==> config.mk <==
export PLATFORM = sky130hd
export DESIGN_NAME = logic_pipe3
export DESIGN_NICKNAME = d
export VERILOG_FILES = /design/src/rtl/lp3_pkg.sv /design/src/rtl/lp3_regfile.sv /design/src/rtl/lp3_fwd.sv /design/src/rtl/lp3_hazard.sv /design/src/rtl/logic_pipe3.sv
export SDC_FILE = /design/constraint.sdc
export NUM_CORES = 1
export LEC_CHECK = 0
export ABC_CLOCK_PERIOD_IN_PS = 2400
export BUFFER_PORTS_ARGS = -buffer_cell sky130_fd_sc_hd__buf_2
export CAP_MARGIN = 10
export CORE_ASPECT_RATIO = 2
export CORE_UTILIZATION = 45
export CTS_CLUSTER_SIZE = 14
export DETAILED_ROUTE_END_ITERATION = 10
export PLACE_DENSITY = 0.72
export SLEW_MARGIN = 40
export SYNTH_ARGS = -nofsm -noshare
export SYNTH_HDL_FRONTEND = slang
export SYNTH_SLANG_ARGS = --single-unit
==> constraint.sdc <==
create_clock -name clk_i -period 2.4 [get_ports clk_i]
set_input_delay 0 -clock clk_i [delete_from_list [all_inputs] [get_ports clk_i]]
set_output_delay 0 -clock clk_i [all_outputs]
set_load 0.01 [all_outputs]
==> src/rtl/lp3_pkg.sv <==
package lp3_pkg;
  typedef enum logic [1:0] {
    OP_LOAD  = 2'b00,
    OP_AND   = 2'b01,
    OP_OR    = 2'b10,
    OP_STORE = 2'b11
  } op_e;

  function automatic logic is_producer(logic vld, op_e op);
    return vld && (op != OP_STORE);
  endfunction
endpackage

==> src/rtl/lp3_regfile.sv <==
module lp3_regfile #(
  parameter int NREGS = 8,
  parameter int DW    = 16,
  parameter int NRD   = 3,
  localparam int IW   = (NREGS > 1) ? $clog2(NREGS) : 1
) (
  input  logic                    clk_i,
  input  logic                    rst_ni,
  input  logic                    we_i,
  input  logic [IW-1:0]           waddr_i,
  input  logic [DW-1:0]           wdata_i,
  input  logic [NRD-1:0][IW-1:0]  raddr_i,
  output logic [NRD-1:0][DW-1:0]  rdata_o
);
  logic [DW-1:0] mem_q [NREGS];

  for (genvar k = 0; k < NREGS; k++) begin : g_ent
    always_ff @(posedge clk_i or negedge rst_ni) begin
      if (!rst_ni)                                mem_q[k] <= '0;
      else if (we_i && waddr_i == IW'(k))         mem_q[k] <= wdata_i;
    end

    a_r2_entry_write: assert property (@(posedge clk_i) disable iff (!rst_ni)
      (we_i && waddr_i == IW'(k)) |=> (mem_q[k] == $past(wdata_i)));
  end

  for (genvar r = 0; r < NRD; r++) begin : g_rd
    assign rdata_o[r] = mem_q[raddr_i[r]];
  end
endmodule

==> src/rtl/lp3_fwd.sv <==
module lp3_fwd #(
  parameter int DW = 16,
  parameter int IW = 3
) (
  input  logic [IW-1:0] src_i,
  input  logic          s1_prod_i,
  input  logic          s1_load_i,
  input  logic [IW-1:0] s1_dst_i,
  input  logic [DW-1:0] s1_imm_i,
  input  logic [DW-1:0] alu_i,
  input  logic          s2_prod_i,
  input  logic [IW-1:0] s2_dst_i,
  input  logic [DW-1:0] wb_i,
  input  logic [DW-1:0] rf_i,
  output logic [DW-1:0] opnd_o
);
  // youngest producer wins
  always_comb begin
    if (s1_prod_i && src_i == s1_dst_i)      opnd_o = s1_load_i ? s1_imm_i : alu_i;
    else if (s2_prod_i && src_i == s2_dst_i) opnd_o = wb_i;
    else                                      opnd_o = rf_i;
  end
endmodule

==> src/rtl/lp3_hazard.sv <==
module lp3_hazard #(
  parameter int IW  = 3,
  parameter int NST = 2
) (
  input  logic                   store_i,
  input  logic [IW-1:0]          dst_i,
  input  logic [NST-1:0]         prod_i,
  input  logic [NST-1:0][IW-1:0] pdst_i,
  output logic                   stall_o
);
  logic [NST-1:0] hit;
  for (genvar s = 0; s < NST; s++) begin : g_cmp
    assign hit[s] = prod_i[s] && (pdst_i[s] == dst_i);
  end
  assign stall_o = store_i && (|hit);
endmodule

==> src/rtl/logic_pipe3.sv <==
module logic_pipe3
  import lp3_pkg::*;
#(
  parameter int NREGS = 8,
  parameter int DW    = 16,
  localparam int IW   = (NREGS > 1) ? $clog2(NREGS) : 1
) (
  input  logic          clk_i,
  input  logic          rst_ni,
  input  logic [1:0]    op_i,
  input  logic [DW-1:0] imm_i,
  input  logic [IW-1:0] src_a_i,
  input  logic [IW-1:0] src_b_i,
  input  logic [IW-1:0] dst_i,
  output logic [DW-1:0] store_data_o,
  output logic          stall_o
);
  localparam int NRD = 3;   // two operands + store read

  op_e op_in;
  assign op_in = op_e'(op_i);

  // stage one
  logic          s1_vld_q;
  op_e           s1_op_q;
  logic [IW-1:0] s1_dst_q;
  logic [DW-1:0] s1_imm_q;
  logic [1:0][DW-1:0] opnd_q, opnd_d;
  // stage two
  logic          s2_vld_q;
  op_e           s2_op_q;
  logic [IW-1:0] s2_dst_q;
  logic [DW-1:0] wb_q;
  logic [DW-1:0] store_q;

  logic s1_prod, s2_prod, stall;
  logic [DW-1:0] alu_res;
  logic [NRD-1:0][IW-1:0] raddr;
  logic [NRD-1:0][DW-1:0] rdata;

  assign s1_prod = is_producer(s1_vld_q, s1_op_q);
  assign s2_prod = is_producer(s2_vld_q, s2_op_q);
  assign alu_res = (s1_op_q == OP_AND) ? (opnd_q[0] & opnd_q[1])
                                       : (opnd_q[0] | opnd_q[1]);
  assign raddr   = {dst_i, src_b_i, src_a_i};

  lp3_regfile #(.NREGS(NREGS), .DW(DW), .NRD(NRD)) u_rf (
    .clk_i   (clk_i),
    .rst_ni  (rst_ni),
    .we_i    (s2_prod),
    .waddr_i (s2_dst_q),
    .wdata_i (wb_q),
    .raddr_i (raddr),
    .rdata_o (rdata)
  );

  for (genvar p = 0; p < 2; p++) begin : g_opnd
    lp3_fwd #(.DW(DW), .IW(IW)) u_fwd (
      .src_i     (raddr[p]),
      .s1_prod_i (s1_prod),
      .s1_load_i (s1_op_q == OP_LOAD),
      .s1_dst_i  (s1_dst_q),
      .s1_imm_i  (s1_imm_q),
      .alu_i     (alu_res),
      .s2_prod_i (s2_prod),
      .s2_dst_i  (s2_dst_q),
      .wb_i      (wb_q),
      .rf_i      (rdata[p]),
      .opnd_o    (opnd_d[p])
    );
  end

  lp3_hazard #(.IW(IW), .NST(2)) u_haz (
    .store_i (op_in == OP_STORE),
    .dst_i   (dst_i),
    .prod_i  ({s2_prod, s1_prod}),
    .pdst_i  ({s2_dst_q, s1_dst_q}),
    .stall_o (stall)
  );

  always_ff @(posedge clk_i or negedge rst_ni) begin
    if (!rst_ni) begin
      s1_vld_q <= 1'b0;
      s1_op_q  <= OP_LOAD;
      s1_dst_q <= '0;
      s1_imm_q <= '0;
      opnd_q   <= '0;
      s2_vld_q <= 1'b0;
      s2_op_q  <= OP_LOAD;
      s2_dst_q <= '0;
      wb_q     <= '0;
      store_q  <= '0;
    end else begin
      s1_vld_q <= !stall;           // bubble on stall
      s1_op_q  <= op_in;
      s1_dst_q <= dst_i;
      s1_imm_q <= imm_i;
      if (!stall) opnd_q <= opnd_d;
      s2_vld_q <= s1_vld_q;
      s2_op_q  <= s1_op_q;
      s2_dst_q <= s1_dst_q;
      if (s1_vld_q && (s1_op_q == OP_AND || s1_op_q == OP_OR)) wb_q <= alu_res;
      else if (s1_vld_q && s1_op_q == OP_LOAD)                   wb_q <= s1_imm_q;
      if (!stall && op_in == OP_STORE) store_q <= rdata[2];
    end
  end

  assign store_data_o = store_q;
  assign stall_o      = stall;

  a_r8_stall_only_store: assert property (@(posedge clk_i) disable iff (!rst_ni)
    stall_o |-> (op_i == 2'b11));
  a_r7_out_held_on_stall: assert property (@(posedge clk_i) disable iff (!rst_ni)
    stall_o |=> $stable(store_data_o));
  a_r7_bubble_inserted: assert property (@(posedge clk_i) disable iff (!rst_ni)
    stall_o |=> !s1_vld_q);
  a_r9_out_held_no_store: assert property (@(posedge clk_i) disable iff (!rst_ni)
    (op_i != 2'b11) |=> $stable(store_data_o));
  a_r2_wb_gets_imm: assert property (@(posedge clk_i) disable iff (!rst_ni)
    (s1_vld_q && s1_op_q == OP_LOAD) |=> (wb_q == $past(s1_imm_q)));
endmodule

==> flow_metrics.env <==
export IMPL_end_kind="output pin"
export IMPL_ant_nets=0
export IMPL_firstDrtPassIters=5
export IMPL_slew_violations=0
export IMPL_grt_first_pass_wirelength_um=51000
export IMPL_syn_area_mm2=0.0128
export IMPL_max_freq_mhz=461
export IMPL_reg2reg_slack_ns=0.34
export IMPL_ys_seq_area_share_pct=42.9
export IMPL_finalWorstPathRequiredPeriod_ns=2.17
export IMPL_cts_root_buffer="clkbuf_16"
export IMPL_antenna_found_initial=0
export IMPL_post_place_cells=1393
export IMPL_yosysWarnings=0
export IMPL_r2r_cells=5
export IMPL_p_leak_nw=5.99
export IMPL_cp_num_buf_inv=2
export IMPL_row_count=87
export IMPL_cts_htree_levels=1
export IMPL_grt_max_degree=73
export IMPL_cp_start_kind="register"
export IMPL_dpl_hpwl_um=21900
export IMPL_synth_area_per_cell_um2=12.3
export IMPL_area_delta_synth_final_pct=11.9
export IMPL_clk_pin_slew_ns=0.07
export IMPL_synth_top_area_share_pct=42.9
export IMPL_switching_share_pct=33.1
export IMPL_cpPeakStageDelay_ns=0.64
export IMPL_antennaDiodeCount=0
export IMPL_p_comb_share_pct=33.4
export IMPL_die_h_um=241
export IMPL_cts_buffers_inserted=21
export IMPL_crit_path_end="stall_o"
export IMPL_finalPower_mw=15.9
export IMPL_grt_overflow=0
export IMPL_clock_skew_final_ns=0.0173
export IMPL_cap_viol_max_count=0
export IMPL_vias=9018
export IMPL_fill_cells=2353
export IMPL_relSlewSlack_pct=55.0
export IMPL_fin_crit_sh_pct=90.3
export IMPL_post_synth_num_cell_types=61
export IMPL_internal_power_mw=10.6
export IMPL_drive_gt1_share_pct=33.0
export IMPL_layout_commonest_cell="dfrtp_1"
export IMPL_cts_tree="done"
export IMPL_r2r_end="opnd_q[26]"
export IMPL_peakVddDrop_mv=0.532
export IMPL_critPathMaxFanout=36
export IMPL_synth_ff_type="dfrtp_1"
export IMPL_synth_area_leaders="dfrtp_1 (43%), mux4_2 (16%), mux2_2 (11%), a22o_1 (3.0%), nand2_1 (2.6%)"
export IMPL_ys_ff_latch=220
export IMPL_grt_setup_unrepaired="false"
export IMPL_async_flop_share_pct=100
export IMPL_cp_arrival_ns=2.17
export IMPL_port_buffer_count=45
export IMPL_cpMaxStageDelayCell="dfrtp_1"
export IMPL_setup_tns_ns=0
export IMPL_vias_per_cell=6.22
export IMPL_clockPowerShare_pct=21.6
export IMPL_status="completed"
export IMPL_io_pins=46
export IMPL_grt_pass1_vias=9292
export IMPL_die_width_um=121
export IMPL_dieArea_mm2=0.0293
export IMPL_synth_edf_count=0
export IMPL_finalHoldViolCount=0
export IMPL_drcViolationCount=0
export IMPL_grt_use_total_pct=22.8
export IMPL_synth_largest_area_cell="dfrtp_1"
export IMPL_layout_common_cells="dfrtp_1 (219), mux2_2 (127), mux4_2 (92)"
export IMPL_power_switching_mw=5.25
export IMPL_final_core_utilization_pct=51.2
export IMPL_place_congestion=0.857
export IMPL_wl_per_cell_um=22.3
export IMPL_clockBufferDepth=3
export IMPL_crit_chain="xnor2_1, nand4_1, a21oi_4, buf_12, buf_2"
export IMPL_clkLatencyLatePin_ns=0.52
export IMPL_hp_class="input port to asynchronous set/reset pin"
export IMPL_finalNetCount=1115
export IMPL_tightest_slew_ns=0.673
export IMPL_startpoint="s2_dst_q[1]"
export IMPL_crit_cells=5
export IMPL_syn_instance_count=1043
export IMPL_holdWs_ns=0.00794
export IMPL_drt_total_wl_um=32400
export IMPL_power_frac_seq_pct=45.0
export IMPL_start_util_pct=45.7
export IMPL_cpLargestDelayFamily="flip-flops"
export IMPL_rr_startpoint="s2_dst_q[1]"
export IMPL_initialDrtViolationCount=661
export IMPL_syn_nets=1075
export IMPL_p_per_area_mw_per_mm2=1100
export IMPL_worstSetupPathType="register to output pin"
export IMPL_required_ns=2.40
export IMPL_clock_sinks=220
export IMPL_setup_violations=0
export IMPL_layout_cells_non_filler=1449
export IMPL_core_area_mm2=0.0281
## timing repair
item / CTS / global route
hold buffers: 21 / 0
resized for setup: 0 / 1
buffers inserted: 0 / 1
hold endpoints to repair: 240 / 0
endpoints found under the setup margin: 0 / 1
## final cells by class
cell class | count | area, µm² | area share [%]
Clock buffer | 28 | 612 | 4.26
Inverter | 6 | 22.5 | 0.157
Tap cell | 356 | 445 | 3.10
Multi-Input combinational cell | 717 | 6730 | 46.8
Clock inverter | 5 | 77.6 | 0.540
Timing Repair Buffer | 117 | 983 | 6.84
Sequential cell | 220 | 5510 | 38.3
## power by group through the flow
stage / clock network (mW) / logic (mW) / registers, mW
2_1_floorplan: 0 / 4.44 / 6.37
3_3_place_gp: 0 / 5.09 / 6.98
4_1_cts: 3.49 / 5.31 / 7.08
5_1_grt: 3.62 / 5.75 / 7.39
6_report: 3.43 / 5.29 / 7.14
3_5_place_dp: 0 / 5.27 / 7.13
## through the flow
step                worst slack (ns)  area, µm²
floorplan                      0.482      12800
global placement               0.374      13400
detailed placement             0.327      13400
CTS                            0.109      14300
global route                   0.119      14400
finish                         0.233      14400
## flip-flops by register name, indices dropped and copies added (netlist names), 3 cells and up
signal,flops
s1_dst_q,3
opnd_q,32
store_data_o,16
u_rf.mem_q,128
s2_dst_q,3
wb_q,16
s1_imm_q,16
## worst min path at each step
stage | depth (start not counted) | end
floorplan | 0 | opnd_q[0]
global placement | 1 | s1_imm_q[13]
detailed placement | 1 | s1_imm_q[8]
CTS | 2 | s1_dst_q[1]
global route | 2 | s1_dst_q[1]
finish | 2 | opnd_q[29]
## synth_stat cells, types with 9 or more instances
master	count
a211oi_1	22
a21boi_0	9
a21o_1	9
a21oi_1	17
a22o_1	44
a2bb2oi_1	9
a31oi_1	16
buf_2	21
buf_4	9
buf_6	12
clkbuf_1	50
dfrtp_1	220
mux2_2	127
mux2i_1	27
mux4_2	92
nand2_1	88
nor2_1	76
nor2b_1	15
o21ai_0	37
xnor2_1	15
## logic make-up (layout without fill, tap and decap cells)
kind of cell	Yosys count	count (layout)	share of synthesized area, %
multiplexers	251	251	30.3
AND/OR/NAND/NOR	238	238	8.68
flip-flops	220	220	42.9
AO/OA/AOI/OAI	205	205	11.7
buffers and inverters	106	156	4.74
XOR/XNOR	19	19	1.41
adder cells (fa/ha/maj)	4	4	0.370
## layer usage
layer	global-route usage, %	part of all wire [%]	vias up
li1	-	-	4000
met1	26.0	37	4578
met2	40.7	53	330
met3	2.46	4.6	110
met4	13.5	5.8	0
met5	0	0	-
No activity file was read; power rests on OpenSTA's default activity.
